$ cat src/rtl/vlan_filter_pkg.sv
// Package: shared register encodings and field positions of the VLAN
// egress filter. Assumes a 16-bit configuration register width.
package vlan_filter_pkg;

    localparam int REG_W    = 16;
    localparam int ST_W     = 2;
    localparam int VID_W    = 12;
    localparam int PRI_W    = 2;
    localparam int PRI_LSB  = 14;

    // Port state code that allows a port to send and receive frames.
    localparam logic [ST_W-1:0] ST_FORWARD = 2'b11;

    // Register select codes on cfg_sel.
    typedef enum logic [1:0] {
        SEL_CTRL = 2'd0,
        SEL_MAP  = 2'd1,
        SEL_TAG  = 2'd2,
        SEL_RSVD = 2'd3
    } cfg_sel_e;

endpackage

$ cat src/rtl/vlan_cfg_regs.sv
// Module: per-port configuration storage (state, membership map, default
// tag). One register set per port is built by a generate loop. Assumes
// NUM_PORTS <= REG_W. Writes to a port index outside the port count, or
// with the reserved select code, touch nothing. A map write always drops
// the port's own bit.
module vlan_cfg_regs
    import vlan_filter_pkg::*;
#(
    parameter int NUM_PORTS = 6,
    localparam int PIDX_W   = $clog2(NUM_PORTS)
) (
    input  logic                                clk,
    input  logic                                rst_n,
    input  logic                                cfg_we,
    input  logic [PIDX_W-1:0]                   cfg_port,
    input  logic [1:0]                          cfg_sel,
    input  logic [REG_W-1:0]                    cfg_wdata,
    output logic [NUM_PORTS-1:0][NUM_PORTS-1:0] map_q,
    output logic [NUM_PORTS-1:0][VID_W-1:0]     vid_q,
    output logic [NUM_PORTS-1:0][PRI_W-1:0]     pri_q,
    output logic [NUM_PORTS-1:0]                fwd_q
);

    for (genvar p = 0; p < NUM_PORTS; p++) begin : g_port
        logic [ST_W-1:0]      state_r;
        logic [NUM_PORTS-1:0] self_bit;
        logic                 hit;

        assign self_bit = NUM_PORTS'(1) << p;
        assign hit      = cfg_we && (int'(cfg_port) == p);

        // Update this port's registers on a write addressed to it.
        always_ff @(posedge clk) begin
            if (!rst_n) begin
                state_r  <= '0;
                map_q[p] <= '0;
                vid_q[p] <= '0;
                pri_q[p] <= '0;
            end else if (hit) begin
                case (cfg_sel)
                    SEL_CTRL: state_r  <= cfg_wdata[ST_W-1:0];
                    SEL_MAP:  map_q[p] <= cfg_wdata[NUM_PORTS-1:0] & ~self_bit;
                    SEL_TAG: begin
                        vid_q[p] <= cfg_wdata[VID_W-1:0];
                        pri_q[p] <= cfg_wdata[PRI_LSB +: PRI_W];
                    end
                    default: ;
                endcase
            end
        end

        assign fwd_q[p] = (state_r == ST_FORWARD);
    end

endmodule

$ cat src/rtl/vlan_cpu_sel.sv
// Module: resolves the CPU port from the requested selection. Only the
// two legal candidates are accepted; anything else falls back to a fixed
// default. Produces both the index and a one-hot mask.
module vlan_cpu_sel #(
    parameter int NUM_PORTS = 6,
    parameter int CPU_A     = 4,
    parameter int CPU_B     = 5,
    parameter int CPU_DFLT  = 5,
    localparam int PIDX_W   = $clog2(NUM_PORTS)
) (
    input  logic [PIDX_W-1:0]    cpu_sel,
    output logic [PIDX_W-1:0]    cpu_idx,
    output logic [NUM_PORTS-1:0] cpu_onehot
);

    // Pick the requested port when legal, otherwise the default.
    always_comb begin
        if (int'(cpu_sel) == CPU_A || int'(cpu_sel) == CPU_B)
            cpu_idx = cpu_sel;
        else
            cpu_idx = PIDX_W'(CPU_DFLT);
        cpu_onehot = NUM_PORTS'(1) << cpu_idx;
    end

endmodule

$ cat src/rtl/vlan_egress_calc.sv
// Module: combinational egress decision. Selects the effective membership
// map (stored map, or the isolation rule), gates it with the candidate
// mask and the forwarding set, removes the ingress bit and blanks the
// result when the ingress port is out of range or not forwarding.
module vlan_egress_calc
    import vlan_filter_pkg::*;
#(
    parameter int NUM_PORTS = 6,
    localparam int PIDX_W   = $clog2(NUM_PORTS)
) (
    input  logic [PIDX_W-1:0]                   req_port,
    input  logic [NUM_PORTS-1:0]                req_cand,
    input  logic                                iso_mode,
    input  logic [PIDX_W-1:0]                   cpu_idx,
    input  logic [NUM_PORTS-1:0]                cpu_onehot,
    input  logic [NUM_PORTS-1:0][NUM_PORTS-1:0] map_q,
    input  logic [NUM_PORTS-1:0][VID_W-1:0]     vid_q,
    input  logic [NUM_PORTS-1:0][PRI_W-1:0]     pri_q,
    input  logic [NUM_PORTS-1:0]                fwd_q,
    output logic [NUM_PORTS-1:0]                egress,
    output logic [VID_W-1:0]                    vid,
    output logic [PRI_W-1:0]                    pri
);

    logic                 in_range;
    logic [PIDX_W-1:0]    idx;
    logic [NUM_PORTS-1:0] self_oh;
    logic [NUM_PORTS-1:0] map_eff;

    // Clamp the ingress index so no array is read out of range.
    always_comb begin
        in_range = (int'(req_port) < NUM_PORTS);
        idx      = in_range ? req_port : '0;
        self_oh  = NUM_PORTS'(1) << idx;
    end

    // Choose the membership rule: stored map or isolation rule.
    always_comb begin
        if (iso_mode)
            map_eff = (idx == cpu_idx) ? '1 : cpu_onehot;
        else
            map_eff = map_q[idx];
    end

    // Combine all gates into the permitted mask and the default tag.
    always_comb begin
        if (in_range && fwd_q[idx])
            egress = req_cand & map_eff & fwd_q & ~self_oh;
        else
            egress = '0;
        vid = in_range ? vid_q[idx] : '0;
        pri = in_range ? pri_q[idx] : '0;
    end

endmodule

$ cat src/rtl/vlan_filter.sv
// Module: top of the port-based VLAN egress filter. Holds per-port
// configuration, resolves the CPU port and registers the egress decision
// one cycle after each valid request. A request in the same cycle as a
// configuration write sees the configuration before that write.
module vlan_filter
    import vlan_filter_pkg::*;
#(
    parameter int NUM_PORTS = 6,
    localparam int PIDX_W   = $clog2(NUM_PORTS)
) (
    input  logic                 clk,
    input  logic                 rst_n,
    input  logic                 cfg_we,
    input  logic [PIDX_W-1:0]    cfg_port,
    input  logic [1:0]           cfg_sel,
    input  logic [REG_W-1:0]     cfg_wdata,
    input  logic                 iso_mode,
    input  logic [PIDX_W-1:0]    cpu_sel,
    input  logic                 req_valid,
    input  logic [PIDX_W-1:0]    req_port,
    input  logic [NUM_PORTS-1:0] req_cand,
    output logic                 rsp_valid,
    output logic [NUM_PORTS-1:0] rsp_mask,
    output logic [VID_W-1:0]     rsp_vid,
    output logic [PRI_W-1:0]     rsp_pri
);

    logic [NUM_PORTS-1:0][NUM_PORTS-1:0] map_q;
    logic [NUM_PORTS-1:0][VID_W-1:0]     vid_q;
    logic [NUM_PORTS-1:0][PRI_W-1:0]     pri_q;
    logic [NUM_PORTS-1:0]                fwd_q;
    logic [PIDX_W-1:0]                   cpu_idx;
    logic [NUM_PORTS-1:0]                cpu_onehot;
    logic [NUM_PORTS-1:0]                egress_c;
    logic [VID_W-1:0]                    vid_c;
    logic [PRI_W-1:0]                    pri_c;

    vlan_cfg_regs #(.NUM_PORTS(NUM_PORTS)) u_regs (
        .clk       (clk),
        .rst_n     (rst_n),
        .cfg_we    (cfg_we),
        .cfg_port  (cfg_port),
        .cfg_sel   (cfg_sel),
        .cfg_wdata (cfg_wdata),
        .map_q     (map_q),
        .vid_q     (vid_q),
        .pri_q     (pri_q),
        .fwd_q     (fwd_q)
    );

    vlan_cpu_sel #(.NUM_PORTS(NUM_PORTS)) u_cpu (
        .cpu_sel    (cpu_sel),
        .cpu_idx    (cpu_idx),
        .cpu_onehot (cpu_onehot)
    );

    vlan_egress_calc #(.NUM_PORTS(NUM_PORTS)) u_calc (
        .req_port   (req_port),
        .req_cand   (req_cand),
        .iso_mode   (iso_mode),
        .cpu_idx    (cpu_idx),
        .cpu_onehot (cpu_onehot),
        .map_q      (map_q),
        .vid_q      (vid_q),
        .pri_q      (pri_q),
        .fwd_q      (fwd_q),
        .egress     (egress_c),
        .vid        (vid_c),
        .pri        (pri_c)
    );

    // Register the decision; outputs are cleared when no request is present.
    always_ff @(posedge clk) begin
        if (!rst_n) begin
            rsp_valid <= 1'b0;
            rsp_mask  <= '0;
            rsp_vid   <= '0;
            rsp_pri   <= '0;
        end else begin
            rsp_valid <= req_valid;
            rsp_mask  <= req_valid ? egress_c : '0;
            rsp_vid   <= req_valid ? vid_c : '0;
            rsp_pri   <= req_valid ? pri_c : '0;
        end
    end

endmodule

$ cat config.mk
export PLATFORM = sky130hd
export DESIGN_NAME = vlan_filter
export DESIGN_NICKNAME = d
export VERILOG_FILES = /design/src/rtl/vlan_filter_pkg.sv /design/src/rtl/vlan_cfg_regs.sv /design/src/rtl/vlan_cpu_sel.sv /design/src/rtl/vlan_egress_calc.sv /design/src/rtl/vlan_filter.sv
export SDC_FILE = /design/constraint.sdc
export NUM_CORES = 1
export LEC_CHECK = 0
export BUFFER_PORTS_ARGS = -buffer_cell sky130_fd_sc_hd__buf_4
export CELL_PAD_IN_SITES_DETAIL_PLACEMENT = 2
export CELL_PAD_IN_SITES_GLOBAL_PLACEMENT = 2
export CORE_MARGIN = 3
export CORE_UTILIZATION = 37
export CTS_BUF_LIST = sky130_fd_sc_hd__clkbuf_8
export DETAILED_ROUTE_END_ITERATION = 16
export HOLD_SLACK_MARGIN = 0.05
export PLACE_DENSITY_LB_ADDON = 0.1
export REMOVE_ABC_BUFFERS = 1
export SYNTH_ARGS = -nofsm -noshare
export SYNTH_HDL_FRONTEND = slang
export SYNTH_SLANG_ARGS = --single-unit
$ cat constraint.sdc
create_clock -name clk -period 1.9 [get_ports clk]
set_clock_uncertainty 0.15 [all_clocks]
set_input_delay 0.095 -clock clk [delete_from_list [all_inputs] [get_ports clk]]
set_output_delay 0.095 -clock clk [all_outputs]
set_load 0.01 [all_outputs]
==> impl_metrics.json, run 1 <==
{
  "path_max_fanout": 6,
  "clkTransAtPathRegs_ns": 0.09,
  "path_buf_inv": 4,
  "max_clock_freq_mhz": 533.0,
  "period_share_pct": 98.74,
  "max_stage_delay_ns": 0.57,
  "drive_above_1_share_pct": 19.52,
  "ys_seq_elements": 147,
  "netlist_area_sq_um": 6763,
  "floorplan.die_area_sq_um": 19940,
  "rsz0062_at_grt": "true",
  "cts_tree": "built",
  "grt_pass1_vias": 7261,
  "fp.dieH_microns": 141.2,
  "period_minus_slack_ns": 1.876,
  "first_iter_violations": 404,
  "grt_max_degree": 127,
  "tns_ns": 0,
  "ios": 59,
  "routed_wl_mm": 27.20,
  "root_buffer": "clkbuf_8",
  "maxCapViolations": 0,
  "powerDensity_nw_per_um2": 729.1,
  "track_usage_pct": 27.49,
  "initial_utilization_pct": 38.43,
  "fillers": 1911,
  "dr.pass1.iters": 4,
  "routedWlPerCell_microns": 23.81,
  "port_buffers": 56,
  "dr_total_vias": 6491,
  "yosysUniqueCellTypes": 42,
  "slew_headroom_pct": 64.64,
  "setup_viol_count_final": 0,
  "num_rows": 48,
  "layout_common_cells": "nand2_1, dfxtp_1, buf_4",
  "synthCells": 816,
  "synth_area_leader_cell": "dfxtp_1",
  "viasPerCell": 5.684,
  "cp-start-kind": "input port",
  "worstSetupEndpointType": "flop",
  "path_cells": "dlygate4sd3_1 > buf_4 > nor4bb_4 > buf_12 > nand3_1 > dlygate4sd3_1 > a21boi_1",
  "grt_first_pass_wirelength_mm": 42.08,
  "dp_hpwl_mm": 17.83,
  "hold_path.class": "input port to flop",
  "place_inst": 1074,
  "die_w_microns": 141.2,
  "cts.sinks": 147,
  "pre_cts_slack_ns": -0.001257,
  "crit_top_cell": "dlygate4sd3_1",
  "maxSlewViolCount": 0,
  "criticalPathCategory": "input port to flop",
  "overflow": 0,
  "crit_path_top_delay_cell": "dlygate4sd3_1",
  "fin_ws_ns": 0.02386,
  "peakVddDrop_uv": 417.1,
  "antenna_found_initial": 1,
  "stdcell_count": 1142,
  "critPathArrivalTime_ns": 2.12,
  "synthTopCellsByArea": "dfxtp_1, a21boi_0, nand2_1",
  "areaGrowthSynthToFinish_pct": 25.09,
  "path_delay_family": "buffers and inverters",
  "core-area_sq_um": 17600,
  "cts_buffers": 17,
  "crit_required_ns": 2.15,
  "whs_ns": 0.07114,
  "tightest_slew_ns": 0.5293,
  "final_common_cell": "nand2_1",
  "place_congestion": 0.8061,
  "fin_nets": 943,
  "seq_area_frac_synth_pct": 43.52,
  "hold_violations": 0,
  "synth_warnings": 0,
  "clkLatencyLatePin_ns": 0.46,
  "clock_path_buffers": 2,
  "leakagePower_nw": 2.957,
  "diodes": 0,
  "post-route-drc-count": 0,
  "run_status": "finished, final reports clean",
  "synth.avg_cell_area_sq_um": 8.288,
  "yosysTopAreaCellShare_pct": 43.52,
  "cts.htree.levels": 4,
  "ant_nets": 0
}
[report_power, final]
part	internal (mW)	leakage (nW)	switching (mW)
Combinational	0.262	1.57	0.391
Clock	1.17	0.202	1.23
Sequential	3.10	1.19	0.0120
Total	4.53	2.96	1.64
[cell families (layout without fill, tap and decap cells)]
family                    count (synthesis)  in the layout  share of synthesized area, %
AOI/OAI and AO/OA                       215            215                         22.59
xor gates and xnor gates                  1              1                        0.1295
buffers and inverters                    83            184                         5.106
DFF                                     147            147                         43.52
muxes                                    42             42                         6.734
and+or+nand+nor                         328            328                         21.92
[final timing paths]
path                                                  from                            end  slack [ns]  cells after the start
setup / recovery                               cfg_port[0]  u_regs.vid_q[55]$_SDFFE_PN0P_        0.02                      7
hold / removal                                  cfg_sel[0]   u_regs.vid_q[1]$_SDFFE_PN0P_        0.07                      5
setup reg to reg  u_regs.g_port[0].state_r[0]$_SDFFE_PN0P_         rsp_mask[1]$_SDFF_PN0_        0.06                      4
hold reg to reg              u_regs.vid_q[23]$_SDFFE_PN0P_  u_regs.vid_q[23]$_SDFFE_PN0P_        0.31                      2
[metrics by stage]
stage / power [mW] / util, % / area (sq um)
final: 6.168 / 48.07 / 8459
after global placement: 3.746 / 43.78 / 7704
after detailed placement: 3.764 / 43.78 / 7704
after global routing: 6.418 / 48.07 / 8459
after CTS: 6.189 / 47.74 / 8401
after floorplan: 3.376 / - / 6436
[layer usage]
metal | up-vias | GRT usage (%) | wire length (microns)
met3 | 35 | 4.545 | 1038
met4 | 2 | 8.006 | 482
met2 | 130 | 46.35 | 13090
li1 | 3005 | - | -
met5 | - | 0 | 11
met1 | 3319 | 36.24 | 12580
[sequential cells by signal, indices dropped and copies added (netlist names)]
signal	count
u_regs.g_port.state_r	12
rsp_pri	2
rsp_valid	1
rsp_mask	6
u_regs.vid_q	72
u_regs.pri_q	12
rsp_vid	12
u_regs.map_q	30
[synthesized netlist by cell type]
master / instances
nand2_1: 171
dfxtp_1: 147
nand3_1: 99
a21boi_0: 98
clkbuf_1: 57
o21ai_0: 40
a21boi_1: 24
mux2i_1: 23
nor2_1: 22
a31oi_1: 18
mux2_2: 18
buf_2: 15
o21a_1: 15
nor2b_1: 10
a21oi_1: 6
inv_1: 5
nand2b_1: 5
buf_1: 4
nor3_1: 4
nand4_1: 3
nor4bb_1: 3
a22oi_1: 2
buf_6: 2
nand4b_1: 2
nor3b_1: 2
nor4_2: 2
o2111ai_1: 2
o221a_2: 2
or3_1: 2
a2111o_1: 1
a2111oi_2: 1
a2111oi_4: 1
a221o_1: 1
a2bb2oi_1: 1
and2_1: 1
and3b_1: 1
mux4_2: 1
nor4b_2: 1
o221ai_1: 1
o31a_2: 1
o32a_1: 1
xnor2_1: 1
[final cells by class]
cell class,instances,area [sq um],share of cell area [%]
Clock buffer,18,247.7,2.929
Sequential cell,147,2947,34.83
Inverter,5,18.77,0.2219
Multi-Input combinational cell,586,3547,41.93
Timing Repair Buffer,148,1296,15.32
Tap cell,225,281.5,3.328
Clock inverter,13,121.4,1.435
[worst register-to-register path: stages (launching register included)]
cell and delay, ns:
dfxtp_1 0.36, nand2_1 0.07, mux4_2 0.49, o31a_4 0.35
a2111oi_4 0.32
[repair_timing]
item / CTS / global route
cloned: 0 / 1
pin swaps: 1 / 1
hold buffers: 32 / 0
setup endpoints to repair: 1 / 3
setup buffers: 0 / 4
gates resized for setup: 1 / 3
endpoints found under the hold margin: 136 / 0
Power figures use the tool's default switching activity.
==> inputs of run 2 (changes only) <==
Settings changed: REMOVE_ABC_BUFFERS 1 to default.
==> run 2 against run 1 <==
Die area stayed put. Maximum frequency grew 0.27%. Combinational power shrank 2%. Largest cell class unchanged. Critical path type unchanged. Power up 0.76%. Sequential share of layout area is 0.36 points higher. First-iteration DRC count shrank 7.4%.
==> impl_metrics.json, run 2 (synthesis gave the netlist of run 1 again) <==
{
  "tightest_slew_ns": 0.6140,
  "maxSlewViolCount": 0,
  "period_minus_slack_ns": 1.871,
  "cp-start-kind": "input port",
  "final_area_sq_um": 8376,
  "routedWlPerCell_microns": 23.12,
  "dr_wl_met2_mm": 12.90,
  "dr.pass1.iters": 4,
  "overflow": 0,
  "cts.htree.levels": 4,
  "hold_depth": 3,
  "maxCapViolations": 0,
  "core-area_sq_um": 17600,
  "dp_hpwl_mm": 17.03,
  "endpoint": "u_regs.vid_q[59]$_SDFFE_PN0P_",
  "layout_common_cells": "nand2_1, dfxtp_1, nand3_1",
  "cts.sinks": 147,
  "clkLatencyLatePin_ns": 0.46,
  "clock_path_buffers": 2,
  "grt_max_degree": 127,
  "r2r-end": "rsp_mask[1]$_SDFF_PN0_",
  "criticalPathCategory": "input port to flop",
  "wl_met1_mm": 12.02,
  "tns_ns": 0,
  "cts_tree": "built",
  "setup_viol_count_final": 0,
  "routed_wl_mm": 26.19,
  "drive_above_1_share_pct": 19.05,
  "largest_reg_flops": 72,
  "crit_start": "cfg_port[0]",
  "critPathArrivalTime_ns": 2.11,
  "root_buffer": "clkbuf_8",
  "top_layer": "met4",
  "num_rows": 48,
  "floorplan.die_area_sq_um": 19940,
  "dr_total_vias": 6420,
  "largest_register": "u_regs.vid_q",
  "ant_nets": 0,
  "worstSetupEndpointType": "flop",
  "grt_first_pass_wirelength_mm": 40.40,
  "fin_nets": 933,
  "period_share_pct": 98.48,
  "viasPerCell": 5.666,
  "rrSetupSlack_ns": 0.06,
  "path_max_fanout": 6,
  "slew_headroom_pct": 58.97,
  "route.met3.wl_mm": 1.054,
  "leakagePower_nw": 2.902,
  "diodes": 0,
  "post-route-drc-count": 0,
  "worstReg2RegStart": "u_regs.g_port[1].state_r[0]$_SDFFE_PN0P_",
  "powerDensity_nw_per_um2": 742.0,
  "initial_utilization_pct": 38.43,
  "hold_path.class": "input port to flop",
  "final_common_cell": "nand2_1",
  "clkTransAtPathRegs_ns": 0.08,
  "first_iter_violations": 374,
  "placed_area_sq_um": 7531,
  "ios": 59,
  "grt_pass1_vias": 7056,
  "run_status": "finished, final reports clean",
  "cts_buffers": 17,
  "place_congestion": 0.8050,
  "peakVddDrop_uv": 501.9,
  "max_clock_freq_mhz": 534.5,
  "port_buffers": 56,
  "largestRegisters": "u_regs.vid_q: 72 flops, u_regs.map_q: 30 flops",
  "track_usage_pct": 26.14,
  "syn-num-nets": 854,
  "fp.dieH_microns": 141.2,
  "areaGrowthSynthToFinish_pct": 23.85,
  "crit_required_ns": 2.14,
  "antenna_found_initial": 0,
  "die_w_microns": 141.2,
  "r2r.worst_path.cells": 4,
  "hold_violations": 0
}
run 2: cell count changes in the layout (fill, tap and decap cells not counted), sizes merged:
cell	previous run	this run
clkinv	7	6
buf	115	105
clkinvlp	1	3
run 2: where the power goes:
group	internal, mW	switching (mW)	total [mW]
sequential	3.10	0.0117	3.11
combinational	0.254	0.383	0.637
clock	1.19	1.27	2.47
total	4.55	1.67	6.21
run 2: routing by layer:
layer / up-vias / track usage (%)
met3: 20 / 4.715
met1: 3321 / 34.66
li1: 2984 / -
met2: 95 / 44.22
met5: - / 0
met4: 0 / 6.221
run 2: layout make-up:
type                            count  area [sq um]
Tap cell                          225         281.5
Clock buffer                       18         247.7
Timing Repair Buffer              138          1195
Clock inverter                     14         137.6
Multi-Input combinational cell    586          3547
Inverter                            5         18.77
Fill cell                        1923          9221
Sequential cell                   147          2948
run 2: critical path, stage by stage:
cell           delay [ns]
dlygate4sd3_1        0.55
buf_6                0.15
nor4bb_4             0.36
buf_12               0.18
nand3_1              0.08
dlygate4sd3_1        0.57
a21boi_1             0.11
run 2: repair_timing:
item                                    in CTS  in global routing
pin swaps                                    1                  1
cloned                                       0                  1
gates resized for setup                      1                  7
endpoints found under the setup margin       2                  5
hold buffers                                32                  0
setup buffers                                0                 12
endpoints found under the hold margin      132                  0
run 2: worst min path at each step:
stage / endpoint / slack, ns / from
finish: u_regs.g_port[4].state_r[1]$_SDFFE_PN0P_ / 0.06 / rst_n
global route: u_regs.g_port[5].state_r[0]$_SDFFE_PN0P_ / 0.08 / rst_n
CTS: u_regs.vid_q[49]$_SDFFE_PN0P_ / 0.06 / rst_n
detailed placement: rsp_mask[5]$_SDFF_PN0_ / 0.23 / req_cand[5]
global placement: rsp_mask[5]$_SDFF_PN0_ / 0.24 / req_cand[5]
floorplan: u_regs.pri_q[6]$_SDFFE_PN0P_ / 0.08 / cfg_wdata[14]
run 2: stage by stage:
step	utilization [%]	power [mW]	cells	hold slack [ns]	setup slack, ns
floorplan	-	3.473	816	0.07989	0.1392
global placement	42.80	3.722	1056	0.2362	0.05546
detailed placement	42.80	3.740	1056	0.2321	-0.008083
CTS	46.85	6.248	1120	0.05688	0.02049
global route	47.60	6.463	1133	0.07988	-0.01004
finish	47.60	6.214	1133	0.05538	0.02897
==> inputs of run 3 (changes only) <==
Settings changed: CORE_UTILIZATION 37 to 40, SYNTH_HIERARCHICAL from default to 1.
==> run 3 against run 2 <==
Via count shrank 19%. Non-clock buffer count shrank 32. First-iteration DRC count shrank 16%. Combinational power shrank 15%. Setup slack lost 0.0077 ns. Final cell count shrank 15%. Clock-buffer cell count shrank 1. Die area shrank 7.6%. Synthesized area shrank 0.46%. Register-to-register slack lost 0.04 ns. Global-route usage shrank 2.3 points. Critical path type is now flop to flop. Largest cell class unchanged.
==> impl_metrics.json, run 3 <==
{
  "largest_reg_flops": 72,
  "critPathArrivalTime_ns": 2.12,
  "viasPerCell": 5.401,
  "dr.pass1.iters": 5,
  "dp_hpwl_mm": 13.23,
  "cts_tree": "built",
  "maxCapViolations": 0,
  "tightest_slew_ns": 0.6895,
  "route.met3.wl_microns": 534,
  "dr_total_vias": 5212,
  "ant_nets": 0,
  "synth_common_cells": "nand2_1, mux2i_1, dfxtp_1",
  "worstSetupEndpointType": "flop",
  "synth.avg_cell_area_sq_um": 10.14,
  "ys_seq_elements": 147,
  "layout_common_cells": "nand2_1, mux2i_1, dfxtp_1",
  "post-route-drc-count": 0,
  "period_share_pct": 98.88,
  "criticalPathCategory": "flop to flop",
  "grt_first_pass_wirelength_mm": 33.22,
  "place_congestion": 0.8066,
  "peakVddDrop_uv": 421.8,
  "areaGrowthSynthToFinish_pct": 18.94,
  "seq_area_frac_synth_pct": 43.72,
  "synthCells": 664,
  "cts.htree.levels": 4,
  "synth.most_common_cell": "nand2_1",
  "clock_path_buffers": 2,
  "synth_area_leader_cell": "dfxtp_1",
  "p_sw_share_pct": 24.90,
  "worstReg2RegStart": "u_regs/g_port[3].state_r[0]$_SDFFE_PN0P_",
  "maxSlewViolCount": 0,
  "diodes": 0,
  "largestRegisters": "u_regs/vid_q: 72 flops, u_regs/map_q: 30 flops",
  "ys.flop_type": "dfxtp_1",
  "synthArstFlopShare_pct": 0,
  "track_usage_pct": 23.87,
  "power_frac_seq_pct": 49.3,
  "cp-start-kind": "flop",
  "largest_register": "u_regs/vid_q",
  "cts_buffers": 17,
  "fp.dieH_microns": 135.7,
  "top_layer": "met4",
  "run_status": "finished, final reports clean",
  "powerDensity_nw_per_um2": 787.9,
  "pre_cts_slack_ns": 0.03861,
  "max_clock_freq_mhz": 532.3,
  "p_int_mw": 4.738,
  "path_max_fanout": 6,
  "grt_max_degree": 46,
  "min_from": "cfg_wdata[1]",
  "clkTransAtPathRegs_ns": 0.09,
  "synthTopCellsByArea": "dfxtp_1, mux2i_1, nand2_1",
  "finalPower_mw": 6.308,
  "first_iter_violations": 313,
  "rsz0062_at_grt": "true",
  "clkLatencyLatePin_ns": 0.46,
  "wl_met1_mm": 9.639,
  "num_rows": 46,
  "dr_wl_met2_mm": 11.12,
  "hold_violations": 0,
  "crit_required_ns": 2.14,
  "pwr-share-clk_pct": 42.1,
  "ios": 59,
  "drive_above_1_share_pct": 20.43,
  "final_common_cell": "nand2_1",
  "root_buffer": "clkbuf_8",
  "core-area_sq_um": 16170,
  "yosysUniqueCellTypes": 53,
  "yosysTopAreaCellShare_pct": 43.72,
  "antenna_found_initial": 0,
  "fin_nets": 775,
  "setup_viol_count_final": 0,
  "final_area_sq_um": 8006,
  "port_buffers": 56,
  "period_minus_slack_ns": 1.879,
  "cts.sinks": 147,
  "p_comb_share_pct": 8.6,
  "slew_headroom_pct": 54.03,
  "initial_utilization_pct": 41.62,
  "hold_path.class": "input port to flop",
  "placed_area_sq_um": 7291,
  "synth_warnings": 6,
  "netlist_area_sq_um": 6731,
  "p_sw_mw": 1.571,
  "die_w_microns": 135.7,
  "crit_start": "u_regs/g_port[3].state_r[0]$_SDFFE_PN0P_",
  "grt_pass1_vias": 5776,
  "fillers": 1648,
  "routedWlPerCell_microns": 22.30,
  "synth_edf_count": 0,
  "overflow": 0,
  "floorplan.die_area_sq_um": 18420,
  "leakagePower_nw": 3.587,
  "fin_ws_ns": 0.02129,
  "routed_wl_mm": 21.52
}
-- run 3: cell count changes in the layout (fill, tap and decap cells not counted), sizes merged, moves of 8 or more --
cell | before | now
a31oi | 18 | 0
mux4 | 1 | 16
nor2b | 10 | 2
o21a | 15 | 0
nor2 | 22 | 2
mux2i | 23 | 148
o21ai | 40 | 18
a21boi | 122 | 0
and3 | 0 | 25
mux2 | 18 | 3
buf | 105 | 81
conb | 0 | 12
nand3 | 99 | 1
-- run 3: power groups by stage --
stage                     clock (mW)  sequential, mW  combinational [mW]
final                           2.65            3.11               0.541
after CTS                       2.72            3.11               0.525
after global placement             0            3.18               0.466
after detailed placement           0            3.19               0.479
after floorplan                    0            3.18               0.309
after global routing            2.88            3.12               0.581
-- run 3: cells by family (layout without fill, tap and decap cells) --
group	count (synthesis)	after routing	share of synthesized area, %
simple gates	221	221	15.35
mux	167	167	27.92
flops	147	147	43.72
buf+inv	71	147	6.729
compound gates	53	53	5.855
other cells	3	12	0.1673
xor+xnor	2	2	0.2603
-- run 3: worst max-delay path: stages (launching register included) --
cell       delay [ns]
dfxtp_1          0.34
and2_1           0.22
mux2i_1          0.16
o2bb2ai_4        0.30
o2111ai_2        0.17
a221oi_2         0.28
and3_1           0.21
-- run 3: through the flow --
step                hold WS (ns)  TNS [ns]  util (%)  cells
detailed placement        0.2998         0     45.08    909
CTS                      0.06103         0     49.23    965
global route             0.07472   -0.1807     49.50    965
floorplan                 0.1079         0         -    673
finish                   0.06325         0     49.50    965
global placement          0.2882         0     45.08    909
-- run 3: final timing paths --
check             cells past startpoint                                  endpoint  slack [ns]
hold reg to reg                       2  u_regs/g_port[1].state_r[1]$_SDFFE_PN0P_        0.31
hold / removal                        3             u_regs/vid_q[13]$_SDFFE_PN0P_        0.06
setup reg to reg                      6                    rsp_mask[4]$_SDFF_PN0_        0.02
setup / recovery                      6                    rsp_mask[4]$_SDFF_PN0_        0.02
-- run 3: what timing repair did --
action	4_1_cts	5_1_grt
endpoints found under the setup margin	0	11
setup buffers	0	0
hold buffers	25	0
endpoints found under the hold margin	114	0
gates resized for setup	0	9
-- run 3: layout make-up --
| cell class | instances | area [sq um] | area share, % |
|---|---|---|---|
| Sequential cell | 147 | 2943 | 36.76 |
| Clock inverter | 14 | 186.4 | 2.328 |
| Multi-Input combinational cell | 455 | 3415 | 42.65 |
| Tap cell | 216 | 270.3 | 3.376 |
| Inverter | 10 | 37.54 | 0.4688 |
| Timing Repair Buffer | 106 | 920.9 | 11.50 |
| Clock buffer | 17 | 234.0 | 2.922 |
-- run 3: per-layer routing --
| layer | up-vias | track usage, % |
|---|---|---|
| met1 | 2668 | 30.52 |
| li1 | 2428 | - |
| met2 | 98 | 41.95 |
| met3 | 18 | 3.938 |
| met4 | 0 | 6.047 |
| met5 | - | 0 |
